$ cat src/rtl/dmp_pkg.sv
package dmp_pkg;
  typedef enum logic [2:0] {
    CL_MODE, CL_TARGET, CL_DATA, CL_BANK, CL_BASE, CL_IDENT, CL_NONE
  } reg_cls_t;

  localparam logic [7:0] A_MODE   = 8'h00;
  localparam logic [7:0] A_TARGET = 8'h04;
  localparam logic [7:0] A_DATA   = 8'h0C;
  localparam logic [7:0] A_BASE   = 8'hF8;
  localparam logic [7:0] A_IDENT  = 8'hFC;
  localparam logic [3:0] BANK_WIN = 4'h1;
  localparam logic [1:0] MODE_INC = 2'b01;
endpackage

$ cat src/rtl/dmp_decode.sv
module dmp_decode
  import dmp_pkg::*;
(
  input  logic [3:0] bank,
  input  logic [1:0] word,
  output reg_cls_t   cls
);
  logic [7:0] addr;

  always_comb begin
    addr = {bank, word, 2'b00};
    if (bank == BANK_WIN)        cls = CL_BANK;
    else if (addr == A_MODE)     cls = CL_MODE;
    else if (addr == A_TARGET)   cls = CL_TARGET;
    else if (addr == A_DATA)     cls = CL_DATA;
    else if (addr == A_BASE)     cls = CL_BASE;
    else if (addr == A_IDENT)    cls = CL_IDENT;
    else                         cls = CL_NONE;
  end
endmodule

$ cat src/rtl/dmp_bus_seq.sv
module dmp_bus_seq #(
  parameter int AW = 32,
  parameter int DW = 32
) (
  input  logic          clk,
  input  logic          rst_n,
  input  logic          launch,
  input  logic          launch_wr,
  input  logic          launch_inc,
  input  logic [AW-1:0] launch_addr,
  input  logic [DW-1:0] launch_wdata,
  input  logic          mb_ready,
  output logic          mb_valid,
  output logic          mb_write,
  output logic [AW-1:0] mb_addr,
  output logic [DW-1:0] mb_wdata,
  output logic          done,
  output logic          done_inc,
  output logic          done_rd
);
  logic inc_q;

  always_ff @(posedge clk) begin
    if (!rst_n) begin
      mb_valid <= 1'b0;
      mb_write <= 1'b0;
      mb_addr  <= '0;
      mb_wdata <= '0;
      inc_q    <= 1'b0;
    end else if (launch) begin
      mb_valid <= 1'b1;
      mb_write <= launch_wr;
      mb_addr  <= launch_addr;
      mb_wdata <= launch_wr ? launch_wdata : '0;
      inc_q    <= launch_inc;
    end else if (mb_valid && mb_ready) begin
      mb_valid <= 1'b0;
    end
  end

  assign done     = mb_valid && mb_ready;
  assign done_inc = done && inc_q;
  assign done_rd  = done && !mb_write;

  // request held steady until accepted
  a_r11_hold: assert property (@(posedge clk) disable iff (!rst_n)
    (mb_valid && !mb_ready) |=> (mb_valid && $stable(mb_addr) && $stable(mb_wdata) && $stable(mb_write)));
  a_r11_drop: assert property (@(posedge clk) disable iff (!rst_n)
    (mb_valid && mb_ready && !launch) |=> !mb_valid);
  // never launch over an outstanding transfer
  a_r9_no_overlap: assert property (@(posedge clk) disable iff (!rst_n)
    launch |-> !mb_valid);
endmodule

$ cat src/rtl/dbg_mem_port.sv
module dbg_mem_port
  import dmp_pkg::*;
#(
  parameter logic [3:0]  PORT_NUM = 4'h0,
  parameter logic [31:0] ROM_BASE = 32'hF00F_0003,
  parameter logic [31:0] ID_VALUE = 32'h0477_0031
) (
  input  logic        clk,
  input  logic        rst_n,
  input  logic        dp_valid,
  input  logic        dp_write,
  input  logic [3:0]  dp_port,
  input  logic [3:0]  dp_bank,
  input  logic [1:0]  dp_word,
  input  logic [31:0] dp_wdata,
  output logic        dp_rsp_valid,
  output logic        dp_rsp_wait,
  output logic [31:0] dp_rsp_rdata,
  output logic        mb_valid,
  input  logic        mb_ready,
  output logic        mb_write,
  output logic [31:0] mb_addr,
  output logic [31:0] mb_wdata,
  input  logic [31:0] mb_rdata
);
  localparam int AW = 32;
  localparam int DW = 32;

  reg_cls_t      cls;
  logic [1:0]    mode;
  logic [AW-1:0] target;
  logic [DW-1:0] rbuf;
  logic          hit, is_data, blocked, launch, busy;
  logic          done, done_inc, done_rd;
  logic [AW-1:0] launch_addr;
  logic [DW-1:0] read_val;

  dmp_decode u_dec (.bank(dp_bank), .word(dp_word), .cls(cls));

  assign busy        = mb_valid;
  assign hit         = dp_valid && (dp_port == PORT_NUM);
  assign is_data     = (cls == CL_DATA) || (cls == CL_BANK);
  assign blocked     = busy && (is_data || (dp_write && (cls == CL_MODE || cls == CL_TARGET)));
  assign launch      = hit && is_data && !busy;
  assign launch_addr = (cls == CL_BANK) ? {target[AW-1:4], dp_word, 2'b00} : target;

  always_comb begin
    case (cls)
      CL_MODE:         read_val = {24'h0, busy, 5'h0, mode};
      CL_TARGET:       read_val = target;
      CL_DATA, CL_BANK: read_val = rbuf;
      CL_BASE:         read_val = ROM_BASE;
      CL_IDENT:        read_val = ID_VALUE;
      default:         read_val = '0;
    endcase
  end

  dmp_bus_seq #(.AW(AW), .DW(DW)) u_seq (
    .clk(clk), .rst_n(rst_n),
    .launch(launch), .launch_wr(dp_write),
    .launch_inc((cls == CL_DATA) && (mode == MODE_INC)),
    .launch_addr(launch_addr), .launch_wdata(dp_wdata),
    .mb_ready(mb_ready), .mb_valid(mb_valid), .mb_write(mb_write),
    .mb_addr(mb_addr), .mb_wdata(mb_wdata),
    .done(done), .done_inc(done_inc), .done_rd(done_rd)
  );

  always_ff @(posedge clk) begin
    if (!rst_n) begin
      mode   <= 2'b00;
      target <= '0;
      rbuf   <= '0;
    end else begin
      if (hit && dp_write && !blocked && cls == CL_MODE)   mode   <= dp_wdata[1:0];
      if (hit && dp_write && !blocked && cls == CL_TARGET) target <= dp_wdata;
      if (done_inc) target <= target + 32'd4;
      if (done_rd)  rbuf   <= mb_rdata;
    end
  end

  always_ff @(posedge clk) begin
    if (!rst_n) begin
      dp_rsp_valid <= 1'b0;
      dp_rsp_wait  <= 1'b0;
      dp_rsp_rdata <= '0;
    end else begin
      dp_rsp_valid <= hit;
      dp_rsp_wait  <= hit && blocked;
      dp_rsp_rdata <= (hit && !dp_write && !blocked) ? read_val : '0;
    end
  end

  // response exactly one cycle after a matched request
  a_r12_rsp: assert property (@(posedge clk) disable iff (!rst_n)
    hit |=> dp_rsp_valid);
  a_r12_quiet: assert property (@(posedge clk) disable iff (!rst_n)
    !hit |=> !dp_rsp_valid);
  // only an incrementing completion may move the target while busy
  a_r5_target_kept: assert property (@(posedge clk) disable iff (!rst_n)
    (done && !done_inc) |=> $stable(target));
  // unmatched request never launches a transfer
  a_r1_no_launch: assert property (@(posedge clk) disable iff (!rst_n)
    (dp_valid && dp_port != PORT_NUM && !mb_valid) |=> !mb_valid);
endmodule

$ cat config.mk
export PLATFORM = sky130hd
export DESIGN_NAME = dbg_mem_port
export DESIGN_NICKNAME = d
export VERILOG_FILES = /design/src/rtl/dmp_pkg.sv /design/src/rtl/dmp_decode.sv /design/src/rtl/dmp_bus_seq.sv /design/src/rtl/dbg_mem_port.sv
export SDC_FILE = /design/constraint.sdc
export NUM_CORES = 1
export LEC_CHECK = 0
export CORE_ASPECT_RATIO = 0.8
export CORE_MARGIN = 4
export CORE_UTILIZATION = 49
export CTS_CLUSTER_SIZE = 20
export DETAILED_ROUTE_END_ITERATION = 8
export GPL_TIMING_DRIVEN = 1
export PLACE_DENSITY = 0.8
export SETUP_SLACK_MARGIN = 0.4
export SLEW_MARGIN = 30
export SYNTH_ARGS = -nofsm -noshare
export SYNTH_HDL_FRONTEND = slang
export SYNTH_HIERARCHICAL = 1
export SYNTH_SLANG_ARGS = --single-unit
$ cat constraint.sdc
create_clock -name clk -period 2.58 [get_ports clk]
set_input_delay 0.516 -clock clk [delete_from_list [all_inputs] [get_ports clk]]
set_output_delay 0.516 -clock clk [all_outputs]
set_load 0.05 [all_outputs]
# Word level (Yosys, flattened, before mapping)
# Index checks and enable logic that the tools add are counted.
# word_totals
output_inout_bits	100
input_bits	79
reg_bits	167
wordCells	66
# op_classes
mux	13
n_addsub	1
eq_ne	11
n_reduce_logical	30
# op_table
cell	n
case mux 32 bit (5 select lines)	1
two-way mux 32 bit	3
adder 32 x 3 -> 32 bit (second input constant)	1
logical AND 1 bit	16
two-way mux 3 bit	5
== test 6 bit (second input constant)	2
== test 3 x 2 -> 1 bit (second input constant)	2
== test 3 bit (second input constant)	2
== test 6 x 1 -> 1 bit (second input constant)	1
== test 6 x 2 -> 1 bit (second input constant)	1
logical NOT 6 bit	1
== test 4 x 1 -> 1 bit (second input constant)	1
logical NOT 1 bit	4
logical NOT 4 bit	1
two-way mux 4 bit	1
nonzero test 2 bit	2
== test 3 x 1 -> 1 bit (second input constant)	1
logical NOT 3 bit	1
logical OR 1 bit	3
== test 2 x 1 -> 1 bit (second input constant)	1
two-way mux 1 bit	2
two-way mux 2 bit	1
AND reduction 2 bit	1
OR reduction 2 bit	1

# Longest topological paths before layout
# depth
depth_word	17
ltp_mapped	11
depth_no_buf	8

# Cells and area by module
# Netlist, hierarchy kept.
# modules_own_cells
module	n_inst	cells_per_inst	seq_area_each_um2	area_each_um2
dbg_mem_port	1	506	2001.9	4513.1
dmp_bus_seq	1	259	1341.3	2607.5
dmp_decode	1	10	0.0	62.6

# Worst setup path after synthesis
# OpenSTA, ideal clock, no wires.
# synth_timing
path_type	in2reg
startpoint	input port dp_bank[2]
endpoint	register target[19]
t_arrival_ps	2164
setup_ps	118
stages	7
slack_ps	299
required_ps	2462
path_buffers	2
cell_sequence	or3_1 o21ai_1 nor2b_1 clkbuf_1 nand4_1 clkbuf_1 o2111a_1
# synth_between
elab_chain_len	16
elab_cells_between_ends	25
cone_classes	8 x eq/ne; 6 x mux; 11 x reduce/logical
# synth_rtl
item	line_no	text
start, declared	dbg_mem_port.sv:13	input logic [3:0] dp_bank,
== test 6 bit	dmp_decode.sv:17	else if (addr == A_IDENT) cls = CL_IDENT;
two-way mux 2 bit	dmp_decode.sv:17	
two-way mux 3 bit	dmp_decode.sv:16	else if (addr == A_BASE) cls = CL_BASE;
two-way mux 3 bit	dmp_decode.sv:15	else if (addr == A_DATA) cls = CL_DATA;
two-way mux 3 bit	dmp_decode.sv:14	else if (addr == A_TARGET) cls = CL_TARGET;
two-way mux 3 bit	dmp_decode.sv:13	else if (addr == A_MODE) cls = CL_MODE;
two-way mux 3 bit *	dmp_decode.sv:12	if (bank == BANK_WIN) cls = CL_BANK;
via cls[0]	dbg_mem_port.sv:29	reg_cls_t cls;
== test 3 x 1 -> 1 bit or logical NOT 3 bit (tied branches)	dbg_mem_port.sv:43, dbg_mem_port.sv:75	
logical OR 1 bit	dbg_mem_port.sv:43	assign blocked = busy && (is_data || (dp_write && (cls == CL_MODE || cls == CL_TARGET)));
logical AND 1 bit	dbg_mem_port.sv:43	
logical OR 1 bit	dbg_mem_port.sv:43	
logical AND 1 bit	dbg_mem_port.sv:43	
logical NOT 1 bit	dbg_mem_port.sv:75	if (hit && dp_write && !blocked && cls == CL_TARGET) target <= dp_wdata;
logical AND 1 bit	dbg_mem_port.sv:75	
logical AND 1 bit *	dbg_mem_port.sv:75	
nonzero test 2 bit (no source line) *	-	
end signal, assigned	dbg_mem_port.sv:75	
end signal, assigned	dbg_mem_port.sv:76	if (done_inc) target <= target + 32'd4;
end, declared	dbg_mem_port.sv:31	logic [AW-1:0] target;
# The timed path passes the listed nets; every way through them passes the cells marked *.
# A chain may end at the register's enable or synchronous reset.

# Worst setup path after layout
# layout_timing
startpoint	input port dp_bank[3]
endpoint	register u_seq.mb_wdata[15]
# layout_between
elab_chain_len	11
elab_cells_between_ends	17
cone_classes	7 x eq/ne; 6 x mux; 4 x reduce/logical
# layout_rtl
item	line_no	text
== test 6 bit	dmp_decode.sv:17	
two-way mux 2 bit	dmp_decode.sv:17	
two-way mux 3 bit	dmp_decode.sv:16	
two-way mux 3 bit	dmp_decode.sv:15	
two-way mux 3 bit	dmp_decode.sv:14	
two-way mux 3 bit	dmp_decode.sv:13	
two-way mux 3 bit *	dmp_decode.sv:12	
via cls[1]	dbg_mem_port.sv:29	
== test 3 x 2 -> 1 bit	dbg_mem_port.sv:42	assign is_data = (cls == CL_DATA) || (cls == CL_BANK);
logical OR 1 bit *	dbg_mem_port.sv:42	
logical AND 1 bit * (2 in a row)	dbg_mem_port.sv:44	assign launch = hit && is_data && !busy;
via launch	dbg_mem_port.sv:33	logic hit, is_data, blocked, launch, busy;
end signal, assigned	dmp_bus_seq.sv:34	mb_wdata <= launch_wr ? launch_wdata : '0;
end, declared	dmp_bus_seq.sv:16	output logic [DW-1:0] mb_wdata,
# Marks and branches as above.

==> flow_metrics.py <==
metrics = {
    "power_and_ir_drop": {
        "p_leak_uw": 0.00361,
        "p_seq_share_pct": 48.1,
        "sw_frac_of_total_pct": 21.3,
        "power_frac_comb_pct": 5.6,
        "p_int_uw": 4220,
        "vdd_drop_max_mv": 0.498,
        "power_density_nw_per_um2": 522,
        "clkPwrFrac_pct": 46.3,
        "p_switching_uw": 1140,
    },
    "drt": {
        "post_drt_wl_per_cell_um": 19.2,
        "via_count": 6725,
        "drcViolationCount": 0,
        "antenna_left": 0,
        "dr.pass1.iters": 5,
        "routed_wl_um": 22600,
        "drt_iter0_drc": 541,
        "avgViaCountPerCell": 5.70,
    },
    "cells_and_area": {
        "fillers": 1088,
        "syn2layout_area_growth_pct": 43.2,
        "final_nets": 1064,
        "fin_util_pct": 71.9,
        "drive_above_1_share_pct": 14.5,
        "instances_no_fill": 1179,
        "diodes": 0,
    },
    "floorplanning": {
        "initial_core_util_pct": 50.2,
        "die_area_um2": 16700,
        "die_h_um": 116,
        "rows": 39,
        "die_w_um": 143,
        "design.core.area_um2": 14300,
        "design.portCount": 179,
    },
    "run_status": {
        "outcome": "complete, no violations",
    },
    "yosys": {
        "synth-edff-count": 0,
        "synth_cell_type_count": 63,
        "synth_ff_type": "dfxtp_1",
        "synthesis.nets": 855,
        "synth-async-reset-ratio_pct": 0,
        "ys_seq_area_share_pct": 46.5,
        "ys_ff_latch": 167,
        "yosys.area.top_type": "dfxtp_1",
        "synth_common_cells": "dfxtp_1, nand2_1, mux2i_1",
        "syn_area_um2": 7180,
        "syn_area_per_cell_um2": 9.27,
        "yosysMostFrequentCell": "dfxtp_1",
        "synth_top_area_share_pct": 46.5,
        "syn_inst": 775,
        "yosys-top-cells-area": "dfxtp_1, mux2i_1, nor2b_1, nand2_1, nand3b_1",
        "synth_warnings": 6,
    },
    "sta": {
        "rsz0062_at_grt": "true",
        "max_slew_margin_pct": 59.6,
        "finalHoldViolCount": 0,
        "setup_violations": 0,
        "fin_crit_sh_pct": 83.6,
        "min_period_ns": 2.16,
        "fin_worst_skew_ns": 0.00676,
        "fmax_mhz": 464,
        "tightest_slew_ns": 0.605,
        "drv_slew": 0,
    },
    "grt": {
        "gr-usage-all-layers_pct": 26.2,
        "grt_overflow": 0,
        "grt_pass1_vias": 6493,
        "antenna_found_initial": 0,
        "grt_pass1_wl_um": 34400,
        "grt_max_degree": 34,
    },
    "place": {
        "dp_hpwl_um": 15600,
        "io_buffers": 178,
        "gp_routability_congestion": 0.918,
        "dpl.cell_count": 1135,
    },
    "clock_tree": {
        "clkSinkCount": 167,
        "cts_buffers": 17,
        "cts_max_level": 4,
        "clk_pin_slew_worst_paths_ns": 0.06,
        "root_buffer": "clkbuf_16",
        "clkLatencyLatePin_ns": 0.42,
        "clockBufferDepth": 2,
        "cts_tree": "done",
    },
    "worst_setup_path": {
        "crit_path_end_kind": "register",
        "critPathRequiredTime_ns": 2.93,
        "cp_cell_sequence": "dlygate4sd2_1, or3_4, nor3_4, a31oi_4, nor2b_4, and3b_4, buf_12, buf_4, clkbuf_16, nand3b_1, o21ai_1",
        "path_depth": 11,
        "crit_slowest_cell": "or3_4",
        "max_stage_delay_ns": 0.42,
        "worst_ep_arrival_time_ns": 2.51,
        "path_buf_inv": 4,
        "critPathTopFamily": "simple AND/OR/NAND/NOR gates",
        "critPathMaxFanout": 15,
        "crit_type": "in2reg",
        "critPathLaunchType": "input port",
        "worstRegToRegCells": 7,
    },
    "job": {
        "drv_cap": 0,
    },
    "worst_hold_path": {
        "whs_path_depth": 2,
        "hold_path.class": "reg2reg",
    },
}
## final timing paths
path               from            endpoint  slack, ns
max          dp_bank[3]  u_seq/mb_wdata[15]       0.42
min             rbuf[5]     dp_rsp_rdata[5]       0.46
max reg2reg   target[2]          target[18]       0.47
min reg2reg     rbuf[5]     dp_rsp_rdata[5]       0.46
## area by class of cell
type,instances,area (um2),area share [%]
clock inverter,9,101,0.985
clock buffer,21,470,4.57
timing repair buffer,248,2480,24.1
tap,184,230,2.24
inverter,7,26.3,0.255
multi-input combinational,543,3630,35.3
sequential,167,3350,32.5
## worst reg2reg max path, delay by kind of cell (launching register included)
kind                     cells  cell delay, ns
AO/OA/AOI/OAI                1            0.15
adder cells (fa/ha/maj)      1            0.26
buffers and inverters        1            0.21
flip-flops                   1            0.41
multiplexers                 1            0.29
AND/OR/NAND/NOR              3            0.73
## flip-flops by register name, summed over array words and instances (netlist names)
register / count
dp_rsp_rdata: 32
rbuf: 32
target: 32
u_seq/mb_addr: 32
u_seq/mb_wdata: 32
mode: 2
dp_rsp_valid: 1
dp_rsp_wait: 1
u_seq/inc_q: 1
u_seq/mb_valid: 1
u_seq/mb_write: 1
## stage by stage
stage	area [um2]	setup slack (ns)	total power (uW)	TNS (ns)	hold WS, ns
after floorplan	7210	0.391	2740	0	0.431
after global placement	9410	-0.127	2920	-1.75	0.444
after detailed placement	9410	-0.190	2920	-6.69	0.455
after CTS	10000	0.417	5380	0	0.465
after global routing	10300	0.374	5520	0	0.490
final	10300	0.423	5370	0	0.463
## cells by family after synthesis
logic type / Yosys count / share of synthesized area, %
xor+xnor: 5 / 0.610
simple gates: 306 / 24.1
mux: 73 / 10.2
fa+ha+maj: 1 / 0.174
buf+inv: 65 / 4.67
compound gates: 158 / 13.7
flops: 167 / 46.5
## power by group through the flow
stage / logic, uW / registers, uW / clock network, uW
floorplan: 97.8 / 2640 / 0
global placement: 284 / 2640 / 0
detailed placement: 285 / 2640 / 0
CTS: 290 / 2580 / 2510
global route: 315 / 2580 / 2630
finish: 299 / 2580 / 2490
## placed cells by master, fill, tap and decap left out, types with 3 or more instances in the layout
| cell | count |
|---|---|
| mux2i_1 | 68 |
| a21oi_1 | 40 |
| nor2b_1 | 64 |
| a221oi_1 | 3 |
| nor4_4 | 3 |
| nand3b_1 | 32 |
| inv_1 | 6 |
| dlymetal6s2s_1 | 4 |
| nor3_1 | 4 |
| o21ai_0 | 23 |
| a21boi_0 | 4 |
| clkbuf_8 | 3 |
| buf_12 | 6 |
| and2_1 | 6 |
| nand2_1 | 72 |
| a22oi_1 | 15 |
| buf_6 | 3 |
| dfxtp_2 | 3 |
| dfxtp_1 | 164 |
| a2bb2oi_1 | 5 |
| o21ai_1 | 29 |
| xor2_1 | 3 |
| clkdlybuf4s50_1 | 167 |
| nor2_1 | 50 |
| a211oi_1 | 3 |
| buf_4 | 57 |
| or3_1 | 5 |
| o221ai_1 | 3 |
| dlygate4sd2_1 | 6 |
| o211ai_1 | 7 |
| nand4_1 | 15 |
| nand3_2 | 3 |
| clkinv_2 | 5 |
| a31oi_1 | 6 |
| and3_1 | 8 |
| clkbuf_16 | 22 |
| mux2_2 | 3 |
| nand3_1 | 14 |
## metal layers
layer | wire, um | track usage (%) | vias to the layer above
li1 | - | - | 3161
met1 | 9850 | 35.2 | 3207
met2 | 10300 | 42.1 | 319
met3 | 2040 | 6.63 | 38
met4 | 398 | 7.65 | 0
met5 | 0 | 0 | -
## timing repair
item,in CTS,in global routing
setup buffers,1,7
endpoints found under the setup margin,77,81
hold buffers,0,0
cloned,1,5
gates resized for setup,16,21
pin swaps,5,2
Note: power is estimated with default switching activity, not from simulation.
